===== src/rtl/fec_pkg.sv =====
package fec_pkg;
    localparam logic [2:0] MODE_PLAIN   = 3'd0;
    localparam logic [2:0] MODE_ABS_MIN = 3'd1;
    localparam logic [2:0] MODE_ABS_MAX = 3'd2;
    localparam logic [2:0] MODE_LOC_MIN = 3'd3;
    localparam logic [2:0] MODE_LOC_MAX = 3'd4;
    localparam logic [2:0] MODE_LOC_ANY = 3'd5;

    typedef enum logic {
        HIST_EMPTY = 1'b0,
        HIST_HELD  = 1'b1
    } hist_state_e;
endpackage


===== src/rtl/fec_judge.sv =====
module fec_judge
    import fec_pkg::*;
#(
    parameter int CW = 16
) (
    input  logic [2:0]    mode,
    input  logic [CW-1:0] cnt,
    input  logic [CW-1:0] top,
    input  logic [CW-1:0] cap,
    input  logic [CW-1:0] prev,
    output logic          take,
    output logic          hit,
    output logic          is_local
);
    logic ge_prev, le_prev;

    assign ge_prev = (cnt >= prev);
    assign le_prev = (cnt <= prev);

    always_comb begin
        take     = 1'b0;
        hit      = 1'b0;
        is_local = 1'b0;
        unique case (mode)
            MODE_PLAIN: begin
                take = 1'b1;
                hit  = 1'b1;
            end
            MODE_ABS_MIN: begin
                take = (cap != '0) && (cnt < cap);
                hit  = take;
            end
            MODE_ABS_MAX: begin
                take = (cap != top) && (cnt > cap);
                hit  = take;
            end
            MODE_LOC_MIN: begin
                take     = 1'b1;
                hit      = ge_prev;
                is_local = 1'b1;
            end
            MODE_LOC_MAX: begin
                take     = 1'b1;
                hit      = le_prev;
                is_local = 1'b1;
            end
            MODE_LOC_ANY: begin
                take     = 1'b1;
                hit      = ge_prev | le_prev;
                is_local = 1'b1;
            end
            default: begin
                take = 1'b0;
                hit  = 1'b0;
            end
        endcase
    end
endmodule


===== src/rtl/fec_history_fsm.sv =====
module fec_history_fsm
    import fec_pkg::*;
#(
    parameter int CW = 16
) (
    input  logic          clk,
    input  logic          rst_n,
    input  logic [2:0]    mode,
    input  logic          evt_ok,
    input  logic          is_local,
    input  logic          preload,
    input  logic [CW-1:0] cnt,
    output logic [CW-1:0] prev,
    output logic          tracking
);
    hist_state_e state_q, state_d;
    logic [2:0]  mode_q;
    logic        mode_chg;
    logic        local_evt;

    assign mode_chg  = (mode != mode_q);
    assign local_evt = evt_ok & is_local;

    always_comb begin
        state_d = state_q;
        unique case (state_q)
            HIST_EMPTY: if (local_evt)                       state_d = HIST_HELD;
            HIST_HELD:  if ((preload | mode_chg) && !local_evt) state_d = HIST_EMPTY;
            default:                                          state_d = HIST_EMPTY;
        endcase
    end

    always_ff @(posedge clk) begin
        if (!rst_n) begin
            state_q <= HIST_EMPTY;
            mode_q  <= '0;
        end else begin
            state_q <= state_d;
            mode_q  <= mode;
        end
    end

    always_ff @(posedge clk) begin
        if (!rst_n)         prev <= '0;
        else if (local_evt) prev <= cnt;
    end

    assign tracking = (state_q == HIST_HELD) && !mode_chg;
endmodule


===== src/rtl/fault_extremum_capture.sv =====
module fault_extremum_capture
    import fec_pkg::*;
#(
    parameter int CW = 16
) (
    input  logic          clk,
    input  logic          rst_n,
    input  logic [CW-1:0] cnt_i,
    input  logic [CW-1:0] top_i,
    input  logic          evt_i,
    input  logic [2:0]    mode_i,
    input  logic          pre_we_i,
    input  logic [CW-1:0] pre_val_i,
    output logic [CW-1:0] cap_o,
    output logic          flag_o,
    output logic          irq_o
);
    logic          take, hit, is_local, tracking, evt_ok, qual;
    logic [CW-1:0] prev;

    assign evt_ok = evt_i & ~pre_we_i;

    fec_judge #(.CW(CW)) u_judge (
        .mode     (mode_i),
        .cnt      (cnt_i),
        .top      (top_i),
        .cap      (cap_o),
        .prev     (prev),
        .take     (take),
        .hit      (hit),
        .is_local (is_local)
    );

    fec_history_fsm #(.CW(CW)) u_hist (
        .clk      (clk),
        .rst_n    (rst_n),
        .mode     (mode_i),
        .evt_ok   (evt_ok),
        .is_local (is_local),
        .preload  (pre_we_i),
        .cnt      (cnt_i),
        .prev     (prev),
        .tracking (tracking)
    );

    assign qual = evt_ok & hit & (~is_local | tracking);

    always_ff @(posedge clk) begin
        if (!rst_n) begin
            cap_o  <= '0;
            flag_o <= 1'b0;
            irq_o  <= 1'b0;
        end else begin
            irq_o <= qual;
            if (pre_we_i) begin
                cap_o  <= pre_val_i;
                flag_o <= 1'b0;
            end else begin
                if (evt_ok && take) cap_o  <= cnt_i;
                if (qual)           flag_o <= 1'b1;
            end
        end
    end
endmodule


===== config.mk =====
export PLATFORM = sky130hd
export DESIGN_NAME = fault_extremum_capture
export DESIGN_NICKNAME = d
export VERILOG_FILES = /design/src/rtl/fec_pkg.sv /design/src/rtl/fec_judge.sv /design/src/rtl/fec_history_fsm.sv /design/src/rtl/fault_extremum_capture.sv
export SDC_FILE = /design/constraint.sdc
export NUM_CORES = 1
export LEC_CHECK = 0
export BUFFER_PORTS_ARGS = -buffer_cell sky130_fd_sc_hd__buf_2
export CAP_MARGIN = 20
export CORE_ASPECT_RATIO = 1.5
export CORE_MARGIN = 2
export CORE_UTILIZATION = 57
export DETAILED_ROUTE_END_ITERATION = 12
export HOLD_SLACK_MARGIN = 0.06
export PLACE_DENSITY = 0.87
export SKIP_LAST_GASP = 1
export SLEW_MARGIN = 15
export SYNTH_ARGS = -nofsm -noshare
export SYNTH_HDL_FRONTEND = slang
export SYNTH_SLANG_ARGS = --single-unit

===== constraint.sdc =====
create_clock -name clk -period 6.13 [get_ports clk]
set_input_delay 0.613 -clock clk [delete_from_list [all_inputs] [get_ports clk]]
set_output_delay 0.613 -clock clk [all_outputs]
set_load 0.02 [all_outputs]

## Yosys cells after proc, flatten, opt, wreduce, memory -nomap -nowiden

Index checks and enable logic that the tools add are counted.

| operators by class | value |
|---|---|
| $lt $le $gt $ge | 4 |
| equality and inequality tests | 7 |
| muxes and demuxes | 8 |
| bitwise gates (word level) | 11 |
| reduce and logical (&&, ||, !) cells | 13 |

Operators with widths:

| kind | count |
|---|---|
| 2-to-1 mux 16 bit | 2 |
| greater-or-equal comparator 16 bit | 1 |
| > comparator 16 bit | 1 |
| <= comparator 16 bit | 1 |
| less-than comparator 16 bit | 1 |
| != test 16 bit | 1 |
| nonzero test 16 bit | 1 |
| equality test 3 x 2 -> 1 bit (second input constant) | 2 |
| equality test 3 bit (second input constant) | 2 |
| one-hot mux 1 bit (6 select lines) | 1 |
| logical AND 1 bit | 5 |
| AND 1 bit | 4 |
| inverter 1 bit | 4 |
| OR reduction 4 bit | 1 |
| equality test 3 x 1 -> 1 bit (second input constant) | 1 |
| zero test 3 bit | 1 |
| 2-to-1 mux 1 bit | 3 |
| != test 3 bit | 1 |
| bitwise OR 1 bit | 3 |
| one-hot mux 1 bit (3 select lines) | 1 |
| OR reduction 3 bit | 1 |
| zero test 1 bit | 2 |
| one-hot mux 1 bit (2 select lines) | 1 |
| nonzero test 2 bit | 1 |
| OR reduction 2 bit | 1 |

| storage, ports and cells | value |
|---|---|
| flip-flop bits (word level) | 38 |

## Logic depth before layout (Yosys ltp)

| depth | value |
|---|---|
| word-level depth | 8 |
| mapped depth | 11 |

## Hierarchy

From an unflattened synthesis, not the netlist that was laid out.

| unflattened totals | value |
|---|---|
| cells, all modules | 339 |
| area total of the unflattened synthesis | 2,890.3 µm² |

Modules (own cells, without submodules):

| module | times used | cells an instance | area an instance (µm²) | sequential area each (µm²) |
|---|---|---|---|---|
| fec_judge | 1 | 154 | 1,092.3 | 0.0 |
| fault_extremum_capture | 1 | 99 | 935.9 | 360.3 |
| fec_history_fsm | 1 | 86 | 862.1 | 400.4 |

## Worst setup path before layout

No wires, ideal clock.

| path | value |
|---|---|
| path type | input to register |
| from | input port cnt_i[13] |
| to | register cap_o[0] |
| arrival time | 2,466 ps |
| required time | 6,010 ps |
| setup slack | 3,545 ps |
| stages | 10 |
| path through | ha_1 > a211o_1 > a21oi_2 > nand2_1 > o31ai_2 > o311ai_4 > and2_1 > buf_6 > buf_6 > o31a_1 |

| on the way | value |
|---|---|
| word-level cells in the longest chain between the ends | 5 |

Ends and longest elaborated chain:

| what | RTL line | RTL |
|---|---|---|
| start, declared | fault_extremum_capture.sv:8 | `input logic [CW-1:0] cnt_i,` |
| > comparator 16 bit / less-than comparator 16 bit (equally long branches) | fec_judge.sv:34, fec_judge.sv:30 |  |
| logical AND 1 bit (on tied branches) | fec_judge.sv:34, fec_judge.sv:30 |  |
| one-hot mux 1 bit (3 select lines) (*) | fec_judge.sv:24 | `unique case (mode)` |
| logical AND 1 bit (*) | fault_extremum_capture.sv:59 | `if (evt_ok && take) cap_o <= cnt_i;` |
| nonzero test 2 bit (no source line) (*) | -- |  |
| end signal, assigned | fault_extremum_capture.sv:56 | `cap_o <= pre_val_i;` |
| end signal, assigned | fault_extremum_capture.sv:59 |  |
| end, declared | fault_extremum_capture.sv:14 | `output logic [CW-1:0] cap_o,` |

Every way passes the cells marked *; elsewhere a longest branch is shown, timed or not.
A chain may end at the register's enable or synchronous reset.

## Final worst setup path

| path | value |
|---|---|
| from | register cap_o[9] |
| to | register cap_o[5] |

| on the way | value |
|---|---|
| word-level cells in the longest chain between the ends | 5 |

Ends and longest elaborated chain:

| what | RTL line | RTL |
|---|---|---|
| > comparator 16 bit (tied with other cells) | fec_judge.sv:34 | `take = (cap != top) && (cnt > cap);` |
| logical AND 1 bit (on tied branches) | fec_judge.sv:34, fec_judge.sv:30 |  |
| one-hot mux 1 bit (3 select lines) (*) | fec_judge.sv:24 |  |
| logical AND 1 bit (*) | fault_extremum_capture.sv:59 |  |
| nonzero test 2 bit (no source line) (*) | -- |  |

Marks and branches as above.

==> impl_metrics.json <==
{
  "outcome": "finished, final reports clean",
  "final_cell_count_no_fill": 449,
  "min_path_cells": 1,
  "dp.cells": 441,
  "insertedDiodeCount": 0,
  "dp_hpwl_microns": 5281,
  "wl_microns": 6444,
  "die_h_microns": 89.36,
  "slew_viol_final": 0,
  "drive_gt1_share_pct": 26.11,
  "cts_buffer_depth": 2,
  "vias_per_cell": 5.659,
  "cp.required_ns": 6.27,
  "vias": 2541,
  "clk_latency_ns": 0.29,
  "period_minus_slack_ns": 3.188,
  "start_util_pct": 58.04,
  "critPathKind": "register to register",
  "placementRows": 31,
  "path_clk_slew_ns": 0.07,
  "gp_congestion": 0.8718,
  "firstDrtPassIters": 4,
  "drt_iter0_drc": 61,
  "start_kind": "register",
  "syn_to_final_growth_pct": 16.67,
  "critPathMaxFanout": 17,
  "top_level_ports": 73,
  "dpl_worst_slack_ns": 2.714,
  "wire_per_inst_microns": 14.35,
  "htreeDepth": 2,
  "r2r_slack_ns": 2.94,
  "synth-seq-cells": 38,
  "layout_common_cells": "buf_2, dfxtp_1, inv_1",
  "crit_buf_inv": 1,
  "setup_viol": 0,
  "post_dp_cell_area_sq_um": 3139,
  "synth-seq-area-share_pct": 27.47,
  "post_cts_resize_count": 0,
  "groute.usage.overall_pct": 24.51,
  "max_stage_delay_ns": 0.70,
  "cts.sink_count": 38,
  "rsz0062_at_grt": "no",
  "worstRegToRegCells": 8,
  "max_freq_mhz": 313.7,
  "cp.arrival_ns": 3.33,
  "crit_chain": "inv_1 -> ha_1 -> nand4_1 -> a2111oi_4 -> o31ai_2 -> o311ai_4 -> and2_1 -> a311oi_1",
  "post_cts_buffers": 0,
  "p_leak_uw": 0.001311,
  "grt_pass1_wl_microns": 10140,
  "cp.depth": 8,
  "fin_skew_ns": 0.003722,
  "yosysTopAreaCellShare_pct": 27.47,
  "yosys_warnings": 0,
  "synthFlopType": "dfxtp_1",
  "route.detailed.drc": 0,
  "yosysTopAreaCell": "dfxtp_1",
  "finalHoldViolCount": 0,
  "tns_ns": 0,
  "worstMarginPinSlew_ns": 0.7006,
  "portBuffers": 72,
  "core_sq_um": 4771,
  "die_x_microns": 60.91,
  "power_density_nw_per_um2": 194.7,
  "syn_inst": 320,
  "overflow": 0,
  "end_kind": "register",
  "crit_path_top_delay_cell": "and2_1",
  "cts_buffers": 5,
  "finalCritPeriodShare_pct": 52.01,
  "slew_headroom_pct": 52.08,
  "grt_pass1_vias": 2337,
  "crit_family": "compound AO/OA/AOI/OAI gates",
  "cts_tree": "yes",
  "syn_nets": 407,
  "cts_hold_buf": 0,
  "synth-edff-count": 0,
  "max_cap_violations": 0,
  "synth.area.top_cells": "dfxtp_1, ha_1, xnor2_1",
  "fin_area_sq_um": 3231,
  "layout_setup_ws_ns": 2.942,
  "root_buffer": "clkbuf_8",
  "grt_antenna_before_repair": 0,
  "final_common_cell": "buf_2",
  "antenna_left": 0,
  "syn-mean-instance-area_sq_um": 8.653,
  "netlist_area_sq_um": 2769,
  "hp-class": "register to register",
  "ys_async_sr_fraction_pct": 0,
  "grt_max_degree": 39,
  "fin_nets": 469,
  "synth_cell_type_count": 46,
  "ir_drop_mv": 0.1370,
  "fp.dieArea_sq_um": 5442
}
## registers in the layout, indices dropped and copies added (netlist names)
register and cells:
cap_o 16, u_hist.prev 16, u_hist.mode_q 3, flag_o 1, irq_o 1, u_hist.state_q 1
## power by group
group          total (uW)  leakage, uW  internal [uW]  switching (uW)
clock network         176    0.0000482           90.7            85.6
registers             274     0.000312            261            13.0
logic                 179     0.000950           76.6             102
## cells by family after synthesis
| group | count (synthesis) | share of synthesized area, % |
|---|---|---|
| compound gates | 99 | 27.56 |
| xor+xnor | 19 | 6.010 |
| fa+ha+maj | 32 | 14.46 |
| buf+inv | 52 | 7.772 |
| flops | 38 | 27.47 |
| mux | 1 | 0.3615 |
| simple gates | 79 | 16.36 |
## synthesized netlist by cell type, drive strengths merged (2+ instances only)
master and count:
inv 33, nand2b 2, xnor2 19, a21oi 28
a31oi 2, clkbuf 12, a21o 2, nand3 2
ha 32, o311a 2, nand4 13, and2 4
a211oi 15, o21a 5, a2111oi 2, a311oi 15
o21ai 19, nor4 7, nor2b 20, o211ai 3
dfxtp 38, nand2 6, nor2 19, buf 7
## per-layer routing
layer  wire length (microns)  global-route usage (%)  vias to the layer above  share of wire, %
met4                     136                   9.684                        0               2.1
met2                    3333                   45.26                       81                52
li1                        -                       -                     1298                 -
met1                    2643                   26.99                     1151                41
met5                       0                       0                        -                 0
met3                     332                   4.052                       11               5.2
## per-stage QoR
| step | hold slack [ns] | power (uW) | util (%) |
|---|---|---|---|
| final | 0.5193 | 629.1 | 67.72 |
| after global routing | 0.5418 | 664.3 | 67.72 |
| after CTS | 0.5232 | 631.6 | 67.72 |
| after detailed placement | 0.5052 | 458.2 | 65.80 |
| after global placement | 0.4956 | 450.9 | 65.80 |
| after floorplan | 0.4868 | 402.1 | - |
## final timing paths
kind / from / to
max: cap_o[9] / cap_o[5]
min: flag_o / flag_o
max reg2reg: cap_o[9] / cap_o[5]
min reg2reg: flag_o / flag_o
## area by class of cell
class,count,area (sq um)
sequential,38,760.7
inverter,33,123.9
multi-input combinational,230,1797
clock inverter,1,5.005
fill,389,1540
clock buffer,7,86.33
timing repair buffer,74,375.4
tap,66,82.58
No activity file was read; power rests on OpenSTA's default activity.
